===== src/rtl/dac_wr_pkg.sv =====
`timescale 1ns/1ps
// Shared constants and types for the DAC write-side queue.
package dac_wr_pkg;
  // Half-words carried by one register write.
  parameter int unsigned LANES = 2;

  // Transfer width selection.
  typedef enum logic {
    XFER_HALF = 1'b0,
    XFER_WORD = 1'b1
  } xfer_e;
endpackage


===== src/rtl/dac_wr_split.sv =====
`timescale 1ns/1ps
// Splits one register write into LANES candidate entries and resolves
// each entry's channel from either the default or its own tag bits.
module dac_wr_split #(
  parameter int unsigned HALF_W   = 16,
  parameter int unsigned SAMPLE_W = 12,
  parameter int unsigned CHAN_W   = 2,
  parameter int unsigned TAG_LSB  = 12,
  parameter int unsigned LANES    = 2,
  parameter int unsigned ENT_W    = CHAN_W + SAMPLE_W
) (
  input  logic [LANES*HALF_W-1:0] wr_data,
  input  logic                    tag_mode,
  input  logic [CHAN_W-1:0]       def_chan,
  output logic [LANES*ENT_W-1:0]  entries
);

  for (genvar g = 0; g < LANES; g++) begin : g_lane
    logic [HALF_W-1:0] half;
    logic [CHAN_W-1:0] chan;
    logic              lane_unused;

    assign half = wr_data[g*HALF_W +: HALF_W];
    // Tag bits sit above the sample field inside each half-word.
    assign chan = tag_mode ? half[TAG_LSB +: CHAN_W] : def_chan;
    assign entries[g*ENT_W +: ENT_W] = {chan, half[SAMPLE_W-1:0]};
    // Bits above the tag field carry no meaning.
    assign lane_unused = ^half;
  end

endmodule


===== src/rtl/dac_wr_store.sv =====
`timescale 1ns/1ps
// Circular entry store that accepts zero, one or two entries per cycle
// and releases one entry per cycle from a show-ahead head.
module dac_wr_store #(
  parameter int unsigned DEPTH = 4,
  parameter int unsigned ENT_W = 14,
  parameter int unsigned CNT_W = $clog2(DEPTH + 1)
) (
  input  logic             clk,
  input  logic             rst,
  input  logic [1:0]       push_n,
  input  logic [ENT_W-1:0] push_lo,
  input  logic [ENT_W-1:0] push_hi,
  input  logic             pop,
  output logic [ENT_W-1:0] head,
  output logic [CNT_W-1:0] level,
  output logic             nonempty_q,
  output logic             room1_q,
  output logic             room2_q
);

  localparam int unsigned PTR_W = (DEPTH > 1) ? $clog2(DEPTH) : 1;
  localparam logic [PTR_W-1:0] LAST = PTR_W'(DEPTH - 1);

  logic [ENT_W-1:0] mem [DEPTH];
  logic [PTR_W-1:0] wr_ptr, rd_ptr;
  logic [PTR_W-1:0] wr_ptr_p1, wr_ptr_p2, rd_ptr_p1;
  logic [CNT_W-1:0] level_n;
  logic             pop_go;
  logic             room1_n, room2_n;

  function automatic logic [PTR_W-1:0] bump(input logic [PTR_W-1:0] p);
    return (p == LAST) ? '0 : p + PTR_W'(1);
  endfunction

  assign wr_ptr_p1 = bump(wr_ptr);
  assign wr_ptr_p2 = bump(wr_ptr_p1);
  assign rd_ptr_p1 = bump(rd_ptr);
  assign pop_go    = pop & nonempty_q;

  // Storage: no reset, plain indexed writes.
  always_ff @(posedge clk) begin
    if (push_n != 2'd0) mem[wr_ptr] <= push_lo;
    if (push_n == 2'd2) mem[wr_ptr_p1] <= push_hi;
  end

  assign head = mem[rd_ptr];

  always_comb begin
    level_n = level + CNT_W'(push_n) - CNT_W'(pop_go);
    room1_n = int'(level_n) < int'(DEPTH);
    room2_n = int'(level_n) + 2 <= int'(DEPTH);
  end

  always_ff @(posedge clk) begin
    if (rst) begin
      wr_ptr     <= '0;
      rd_ptr     <= '0;
      level      <= '0;
      nonempty_q <= 1'b0;
      room1_q    <= 1'b1;
      room2_q    <= (DEPTH >= 2);
    end else begin
      case (push_n)
        2'd1:    wr_ptr <= wr_ptr_p1;
        2'd2:    wr_ptr <= wr_ptr_p2;
        default: wr_ptr <= wr_ptr;
      endcase
      if (pop_go) rd_ptr <= rd_ptr_p1;
      level      <= level_n;
      nonempty_q <= (level_n != '0);
      room1_q    <= room1_n;
      room2_q    <= room2_n;
    end
  end

endmodule


===== src/rtl/dac_wr_fifo.sv =====
`timescale 1ns/1ps
// Write-side front end of a DAC controller: packs register writes into
// a small queue of (sample, channel) entries for the conversion sequencer.
module dac_wr_fifo
  import dac_wr_pkg::*;
#(
  parameter int unsigned DEPTH    = 4,
  parameter int unsigned SAMPLE_W = 12,
  parameter int unsigned CHAN_W   = 2,
  parameter int unsigned HALF_W   = 16,
  parameter int unsigned TAG_LSB  = 12
) (
  input  logic                    clk,
  input  logic                    rst,
  input  logic                    cfg_enable,
  input  logic                    cfg_word,
  input  logic                    cfg_tag,
  input  logic [CHAN_W-1:0]       cfg_chan,
  input  logic                    wr_en,
  input  logic [LANES*HALF_W-1:0] wr_data,
  output logic                    wr_ready,
  input  logic                    pop_en,
  output logic                    pop_valid,
  output logic [SAMPLE_W-1:0]     pop_sample,
  output logic [CHAN_W-1:0]       pop_chan
);

  localparam int unsigned ENT_W = CHAN_W + SAMPLE_W;
  localparam int unsigned CNT_W = $clog2(DEPTH + 1);

  xfer_e                  mode;
  logic [LANES*ENT_W-1:0] cand;
  logic [1:0]             push_n;
  logic                   accept;
  logic [ENT_W-1:0]       head;
  logic [CNT_W-1:0]       level;
  logic                   nonempty_q, room1_q, room2_q;

  assign mode = xfer_e'(cfg_word);

  dac_wr_split #(
    .HALF_W  (HALF_W),
    .SAMPLE_W(SAMPLE_W),
    .CHAN_W  (CHAN_W),
    .TAG_LSB (TAG_LSB),
    .LANES   (LANES),
    .ENT_W   (ENT_W)
  ) u_split (
    .wr_data (wr_data),
    .tag_mode(cfg_tag),
    .def_chan(cfg_chan),
    .entries (cand)
  );

  // Ready needs room for every entry the current mode would push.
  assign wr_ready = cfg_enable & ((mode == XFER_WORD) ? room2_q : room1_q);
  assign accept   = wr_en & wr_ready;

  always_comb begin
    if (!accept)                push_n = 2'd0;
    else if (mode == XFER_WORD) push_n = 2'd2;
    else                        push_n = 2'd1;
  end

  dac_wr_store #(
    .DEPTH(DEPTH),
    .ENT_W(ENT_W),
    .CNT_W(CNT_W)
  ) u_store (
    .clk       (clk),
    .rst       (rst),
    .push_n    (push_n),
    .push_lo   (cand[0 +: ENT_W]),
    .push_hi   (cand[ENT_W +: ENT_W]),
    .pop       (pop_en),
    .head      (head),
    .level     (level),
    .nonempty_q(nonempty_q),
    .room1_q   (room1_q),
    .room2_q   (room2_q)
  );

  assign pop_valid  = nonempty_q;
  assign pop_sample = head[SAMPLE_W-1:0];
  assign pop_chan   = head[ENT_W-1 -: CHAN_W];

endmodule


===== config.mk =====
export PLATFORM = sky130hd
export DESIGN_NAME = dac_wr_fifo
export DESIGN_NICKNAME = d
export VERILOG_FILES = /design/src/rtl/dac_wr_pkg.sv /design/src/rtl/dac_wr_split.sv /design/src/rtl/dac_wr_store.sv /design/src/rtl/dac_wr_fifo.sv
export SDC_FILE = /design/constraint.sdc
export NUM_CORES = 1
export LEC_CHECK = 0
export ABC_AREA = 0
export BUFFER_PORTS_ARGS = -buffer_cell sky130_fd_sc_hd__clkbuf_2
export CAP_MARGIN = 20
export CORE_MARGIN = 3
export CORE_UTILIZATION = 32
export DETAILED_ROUTE_END_ITERATION = 10
export PLACE_DENSITY_LB_ADDON = 0.3
export SYNTH_ARGS = -nofsm -noshare
export SYNTH_HDL_FRONTEND = slang
export SYNTH_SLANG_ARGS = --single-unit

===== constraint.sdc =====
create_clock -name clk -period 7.6 [get_ports clk]
set_input_delay 0 -clock clk [delete_from_list [all_inputs] [get_ports clk]]
set_output_delay 0 -clock clk [all_outputs]
set_load 0.02 [all_outputs]

Yosys cells after proc, flatten, opt, wreduce, memory -nomap -nowiden
Memory sizes are Yosys's and may differ from the RTL's. A register that Yosys moved wholly into a read port is not among the register bits.
Cells that the tools add are included.
W data, S select, Z words.

cells by class
  $add $sub $neg = 6
  multiply operators = 0
  div/mod/pow operators = 0
  magnitude comparators = 2
  equal/unequal tests = 5
  shifts and indexed selects = 0
  mux-type cells = 15
  bitwise logic cells = 3
  reductions and logical operators = 3

operators with widths
  operator               count
  $le A32 B4 Y1 const B  1
  $mux W2                9
  $eq A2 B2 Y1 const B   4
  $add A2 B1 Y2 const B  3
  $mux W1                5
  $add A3 B2 Y4 const B  1
  $pmux W2 S2            1
  $reduce_bool A2 Y1     2
  $add A3 B2 Y3          1
  $and A1 B1 Y1          3
  $lt A3 B3 Y1 const B   1
  $reduce_bool A3 Y1     1
  $sub A3 B1 Y3          1
  $eq A2 B1 Y1 const B   1

storage, ports and cells
  register bits after elaboration = 10
  latch bits = 0
  RAM bits = 56
  bits in read-only memories = 0
  input port bits = 41
  output and inout port bits = 16
  memories = 1

memories
  name         words  width  read ports  clocked after Yosys merged registers in  write ports  RTL line            source
  u_store.mem  4      14     1           1                                        2            dac_wr_store.sv:25  logic [ENT_W-1:0] mem [DEPTH];

Logic depth before layout (Yosys ltp)
Gate-level depths: netlist of run 1.

  depth in word-level cells = 8
  gate-level depth with buffers = 13
  depth with buffers taken out = 12

By module
From an unflattened synthesis of run 1, not the netlist that was laid out.

second synthesis, totals
  cell total of the unflattened synthesis = 241
  area total of the unflattened synthesis = 3648.5 um^2

modules (own cells, without submodules)
  module        times used  cells each  area each (um^2)  seq. area each (um^2)
  dac_wr_store  1           207         3383.2            1921.8
  dac_wr_split  1           28          225.2             0.0
  dac_wr_fifo   1           6           40.0              0.0

Worst setup path before layout of run 1
Ideal clock, no wire load.

  path kind = flip-flop to flip-flop
  from = register u_store.room2_q
  to = register u_store.room2_q
  library setup time = 122 ps
  data arrival time = 2576 ps
  required time = 7478 ps
  slack = 4902 ps
  stages on the path, launching flop included = 13
  path buffers = 2
  cell sequence = dfxtp_1 -> and4_1 -> buf_4 -> inv_2 -> buf_2 -> ha_1 -> inv_1 -> fa_1 -> xor2_1 -> xnor2_1 -> inv_1 -> ha_1 -> a311o_1

on the way
  word-level cells in the longest chain between the ends = 8

RTL lines
  element                   RTL line            source
  start: declaration        dac_wr_store.sv:19  output logic room2_q
  start signal: assignment  dac_wr_store.sv:62  room2_q <= (DEPTH >= 2);
  start signal: assignment  dac_wr_store.sv:73  room2_q <= room2_n;
  $mux W1                   dac_wr_fifo.sv:56   assign wr_ready = cfg_enable & ((mode == XFER_WORD) ? room2_q : room1_q);
  $and A1 B1 Y1             dac_wr_fifo.sv:56
  $and A1 B1 Y1             dac_wr_fifo.sv:57   assign accept = wr_en & wr_ready;
  $mux W2                   dac_wr_fifo.sv:60   if (!accept) push_n = 2'd0;
  $add A3 B2 Y3             dac_wr_store.sv:50  level_n = level + CNT_W'(push_n) - CNT_W'(pop_go);
  $sub A3 B1 Y3             dac_wr_store.sv:50
  $add A3 B2 Y4             dac_wr_store.sv:52  room2_n = int'(level_n) + 2 <= int'(DEPTH);
  $le A32 B4 Y1             dac_wr_store.sv:52

No other way between the ends.
A chain may end at the register's enable or synchronous reset.

Worst setup path in the final report of run 1
Same ends and word-level chain as after synthesis.

==> reports/qor.txt, run 1 <==
Avg Inst Size Synth = 14.5 um2
syn_nets = 294
final worst slack = 4.45 ns
VDD IR-drop max = 0.162 mV
worst path arrival time = 3.38 ns
Final Util = 42.4%
Core Footprint = 10,400 um2
largest net degree at the start of global routing = 15
final worst path period share = 41.5%
DIE AREA = 12,100 um2
CTS buffer count = 9
Area Overhead vs Synth = 27.8%
Synth area leaders = edfxtp_1 (49%), mux2_2 (16%), mux4_2 (9.1%), dfxtp_1 (6.9%), ha_1 (4.7%)
leak pwr = 1.66 nW
HPWL Detailed = 4.90 mm
drt drc = 0
area leader, netlist = edfxtp_1
post-CTS setup buffer count = 0
Yosys cell types = 34
Final Hold Slack = 0.0181 ns
status = complete, no violations
element type at the critical path end = flop
n_diodes = 0
I/O Pins = 57
sequential-to-total area share from yosys stat = 55.6%
via-per-instance ratio = 4.77
PortBufs = 52
fmax = 317 MHz
setup slack at placement = 4.45 ns
final net count = 379
Worst Skew = 0.0103 ns
root cell of the clock tree = clkbuf_8
Hold Crit Class = in2reg
Chip Width = 110 um
initial core utilization = 33.2%
TritonCTS Sinks = 68
share of cells above drive strength 1 = 41.6%
cell count after synthesis = 239
cell area after placement = 3850 um2
crit path max-delay cell type = and4_1
Clock Tree Buf Depth = 2
EDFF count, synth = 56
post-CTS sizing = 0
metal1 wirelength = 3.14 mm
Pwr per Cell Area = 261 nW/um2
Crit Path Class = reg2reg
Final Non-Filler Cells = 465
final-report setup violation count = 0
Core Rows = 37
Die Ht = 110 um
synth warn = 0
CP delay by family, top = adder cells
antenna violations before repair = 0
Worst Path Buf+Inv = 3
number of DRC markers in iteration 0 = 83
Tot Pwr = 1.15 mW
max_slew headroom = 33.2%
final hold vios = 0
CP max FO = 14
CP cell instances = and4_1 -> inv_2 -> ha_1 -> inv_1 -> fa_1 -> xor2_1 -> xnor2_1 -> inv_1 -> ha_1 -> a311o_1
top cell type's share of synthesized area = 48.6%
asr flop ratio synth = 0%
All-Layer GR Usage = 13.3%
CTS clk-pin slew, worst paths = 0.08 ns
post-route ant nets = 0
fin crit period = 3.15 ns
Crit path required time = 7.83 ns
DR pass1 iterations = 4
transition time of the tightest slew-check pin = 1.00 ns
routed wl met3 = 374 um
slowest stage delay, CP = 0.50 ns
Clk Latency, worst-skew pair = 0.34 ns
grt ovf = 0
top sig layer = met4
RePlAce Congestion = 0.762
final WL = 7.40 mm
WL met2 = 3.84 mm
RSZ-0062 raised after global routing = false
wire length per cell = 15.9 um
number of global-route vias before repair = 2,384
Fin Setup TNS = 0 ns
number of H-tree levels = 3
fin area = 4420 um2
Placed Cells = 419
vias post-DR = 2,216
Post-synth top flop = edfxtp_1
mapped cell area = 3460 um2
first-pass GRT wire length = 11.8 mm
CTS tree = built
Setup crit start kind = flop
Max Cap Viol = 0
number of synthesized register bits = 68
Final Max Slew Viols = 0
[cell usage after synthesis (all sizes together), types with 6 or more instances]
cell and count:
edfxtp 56, mux2 48, inv 18, mux4 14
ha 13, o21ai 13, dfxtp 12, nor2 11
buf 10, nand3 9, a31oi 8, nand2 6
[what timing repair did]
action,in CTS,in global routing
hold buffers,28,2
setup endpoints to repair,0,0
endpoints found under the hold margin,37,2
[layer usage]
layer | track usage [%] | vias up
met5 | 0 | -
met4 | 3.92 | 0
met3 | 3.93 | 4
met2 | 22.6 | 61
met1 | 16.2 | 1069
li1 | - | 1082
[layout make-up]
cell class	count	area, um2
fillers	977	6000
well taps	136	170
clock inverters	7	145
inverters	18	67.6
flip-flops and latches	68	1920
clock buffers	9	124
repair buffers	86	591
multi-input cells	141	1400
[logic make-up after synthesis]
logic type,Yosys count,synth area share (%)
AND/OR/NAND/NOR,35,5.03
AO/OA/AOI/OAI,26,4.38
buffers and inverters,30,3.91
flip-flops,68,55.6
adder cells (fa/ha/maj),14,5.28
XOR/XNOR,2,0.507
multiplexers,64,25.3
[layout by cell type (no fill, tap or decap), drive strengths merged]
master,count
and3b,1
inv,20
clkinvlp,1
nor2,11
bufinv,4
clkbuf,61
nand3b,1
nand3,9
fa,1
xor2,1
a311oi,1
o31ai,1
dfxtp,12
dlygate4sd3,30
edfxtp,56
a21oi,2
nor2b,2
mux2,48
xnor2,1
nor4,1
buf,4
mux4,14
mux2i,2
and4,1
or2,1
ha,13
nand2,6
a311o,1
a31oi,8
or4,1
nor3,1
o21ai,13
[flip-flops by register name, summed over array words and instances (netlist names), named ones only]
register            count
u_store.nonempty_q      1
u_store.wr_ptr          2
u_store.rd_ptr          2
u_store.mem            56
u_store.room2_q         1
u_store.level           3
u_store.room1_q         1
[report_power, final]
| group | leakage [nW] | switching [mW] | total [mW] | internal, mW |
|---|---|---|---|---|
| registers | 0.608 | 0.0262 | 0.472 | 0.446 |
| logic | 0.920 | 0.148 | 0.284 | 0.136 |
| clock network | 0.130 | 0.144 | 0.397 | 0.253 |
| total | 1.66 | 0.318 | 1.15 | 0.835 |
[final timing paths]
check / depth (start not counted) / from / slack [ns] / end
worst max-delay path: 10 / u_store.room2_q / 4.45 / u_store.room2_q
worst max register to register: 10 / u_store.room2_q / 4.45 / u_store.room2_q
worst min register to register: 2 / u_store.rd_ptr[1] / 0.50 / flop
worst min-delay path: 2 / wr_data[25] / 0.02 / u_store.mem[3][9]
[worst register-to-register path, delay by kind of cell, from the launching register on]
kind            cells  cell delay, ns
buf+inv             3            0.33
xor+xnor            2            0.46
flops               1            0.33
simple gates        1            0.50
fa+ha+maj           3            1.05
compound gates      1            0.36
Power figures use the tool's default switching activity.
==> run 2: changes to the inputs <==
Clock period 7.6 ns to 2.9 ns, I/O delays scaled along.
==> run 2 against run 1 <==
  * Clock-buffer cell count unchanged
  * Critical path depth shrank 5
  * Via count up 2.8%
  * Highest routed layer unchanged
==> reports/qor.txt, run 2 (synthesis gave the netlist of run 1 again) <==
CTS buffer count = 9 (unchanged)
layout filler cell count = 986 (+0.92%)
wire length per cell = 16.2 um (+1.8%)
Core Rows = 37 (unchanged)
fin crit period = 2.69 ns (-0.462 ns)
power share of the clock group = 27.3% (-7.1 points)
VDD IR-drop max = 0.602 mV (+270%)
drt drc = 0 (unchanged)
Int Pwr = 1.95 mW (+130%)
CP cell instances = inv_1 -> ha_1 -> nand2_1 -> mux2_2 -> dlygate4sd3_1
post-CTS sizing = 0 (unchanged)
Chip Width = 110 um (unchanged)
CTS Hold Bufs = 35 (+25%)
final WL = 7.69 mm (+4.0%)
Clock Tree Buf Depth = 2 (unchanged)
I/O Pins = 57 (unchanged)
grt ovf = 0 (unchanged)
first-pass GRT wire length = 12.3 mm (+4.0%)
fin area = 4430 um2 (+0.20%)
All-Layer GR Usage = 13.9% (+0.66 points)
RePlAce Congestion = 0.794 (+4.1%)
Fin Setup TNS = 0 ns (unchanged)
final worst path period share = 92.8% (+51 points)
final-report setup violation count = 0 (unchanged)
Clk Latency, worst-skew pair = 0.35 ns (about the same)
reg2reg path depth = 5 (-5)
DIE AREA = 12,100 um2 (unchanged)
max reg flops = 56 (unchanged)
Final Hold Slack = 0.0239 ns (+0.00578 ns)
Hold Crit Class = in2reg
most used routing layer = met2
HPWL Detailed = 4.94 mm (+0.64%)
fmax = 371 MHz (+17%)
root cell of the clock tree = clkbuf_8
Worst Skew = 0.0111 ns (+0.000805 ns)
TritonCTS Sinks = 68 (unchanged)
cell area after placement = 3890 um2 (+0.97%)
r2r startpoint = u_store.wr_ptr[0]
Seq pwr share = 43.4% (+2.4 points)
CTS clk-pin slew, worst paths = 0.07 ns (about the same)
final net count = 389 (+2.6%)
CP max FO = 13 (-1)
RSZ-0062 raised after global routing = false
commonest cells after routing, fill and taps aside = edfxtp_1 (56), clkbuf_2 (52), mux2_2 (48), dlygate4sd3_1 (35), inv_1 (17)
number of H-tree levels = 3 (unchanged)
Die Ht = 110 um (unchanged)
crit path max-delay cell type = nand2_1
switching power total = 844 uW (+170%)
vias post-DR = 2,277 (+2.8%)
met2 GRT Util = 22.5% (-0.087 points)
transition time of the tightest slew-check pin = 0.791 ns (-0.210 ns)
status = complete, no violations
CTS tree = built
Core Footprint = 10,400 um2 (unchanged)
met1 usage = 17.7% (+1.5 points)
Logic pwr share = 29.3% (+4.7 points)
slowest stage delay, CP = 0.59 ns (+0.09 ns)
post-route ant nets = 0 (unchanged)
Area Overhead vs Synth = 28.1%
final hold vios = 0 (unchanged)
element type at the critical path end = flop
leak pwr = 1.66 nW (+0.30%)
Max Cap Viol = 0 (unchanged)
largest net degree at the start of global routing = 15 (unchanged)
Critical Path Sink = u_store.mem[3][9]
biggest regs = u_store.mem: 56 flops, u_store.level: 3 flops
Final Max Slew Viols = 0 (unchanged)
met3 Use GR = 4.58% (+0.65 points)
DR pass1 iterations = 4 (unchanged)
Crit path required time = 3.00 ns (-4.83 ns)
PortBufs = 52 (unchanged)
via-per-instance ratio = 4.79 (+0.59%)
post-CTS setup buffer count = 0 (unchanged)
worst path arrival time = 2.79 ns (-0.59 ns)
commonest non-fill, non-tap cell in the layout = edfxtp_1
share of cells above drive strength 1 = 41.3% (-0.34 points)
Final Util = 42.5% (+0.084 points)
max_slew headroom = 47.2% (+14 points)
crit path from = u_store.wr_ptr[0]
antenna violations before repair = 0 (unchanged)
number of DRC markers in iteration 0 = 126 (+52%)
Pwr per Cell Area = 631 nW/um2 (+140%)
Largest Register = u_store.mem
Switching Fraction = 30.2% (+2.6 points)
Crit Path Class = reg2reg
n_diodes = 0 (unchanged)
RR Endpoint = u_store.mem[3][9]
r2r setup slk = 0.21 ns (-4.24 ns)
number of global-route vias before repair = 2,417 (+1.4%)
Setup crit start kind = flop
initial core utilization = 33.2% (unchanged)
[run 2: cell types whose count changed in the layout (fill, tap and decap cells not counted), sizes merged]
cell         delta
bufinv          -3
buf             +5
dlygate4sd3     +5
clkinvlp        +1
inv             -1
clkinv          +3
[run 2: power by group through the flow]
stage          Clock, mW  Combinational, mW  Sequential [mW]
3_5_place_dp           0              0.788             1.24
6_report           0.764              0.818             1.21
2_1_floorplan          0              0.544             1.23
5_1_grt            0.825              0.924             1.22
3_3_place_gp           0              0.774             1.23
4_1_cts            0.784              0.834             1.21
[run 2: layer usage]
metal | part of all wire (%) | up-vias
met2 | 48 | 61
met4 | 1.4 | 0
met5 | 0 | -
met3 | 4.7 | 8
met1 | 46 | 1104
li1 | - | 1104
[run 2: layout make-up]
class,count,area (um2),area share (%)
clock buffer,9,124,2.80
clock inverter,7,66.3,1.50
inverter,18,67.6,1.53
multi-input combinational,141,1400,31.6
sequential,68,1920,43.4
tap,136,170,3.84
timing repair buffer,96,678,15.3
[run 2: worst max-delay path, delay by kind of cell, from the launching register on]
| family | cells | cell delay [ns] |
|---|---|---|
| adders and majority gates | 1 | 0.28 |
| buffers and inverters | 2 | 0.70 |
| DFF | 1 | 0.47 |
| muxes | 1 | 0.41 |
| and+or+nand+nor | 1 | 0.59 |
[run 2: metrics by stage]
step	total power, mW	std cells	setup WS, ns
2_1_floorplan	1.77	239	0.202
3_3_place_gp	2.01	424	0.347
3_5_place_dp	2.02	424	0.315
4_1_cts	2.83	475	0.208
5_1_grt	2.97	475	0.0774
6_report	2.79	475	0.208
[run 2: how the worst min path moves through the flow]
stage	start	to	slack, ns	cells past startpoint
after floorplan	pop_en	flop	0.17	2
after global placement	pop_en	u_store.rd_ptr[1]	0.31	3
after detailed placement	pop_en	u_store.rd_ptr[1]	0.30	3
after CTS	wr_data[8]	u_store.mem[3][8]	0.001	2
after global routing	wr_data[24]	u_store.mem[2][8]	0.006	2
final	wr_data[8]	u_store.mem[2][8]	0.02	2
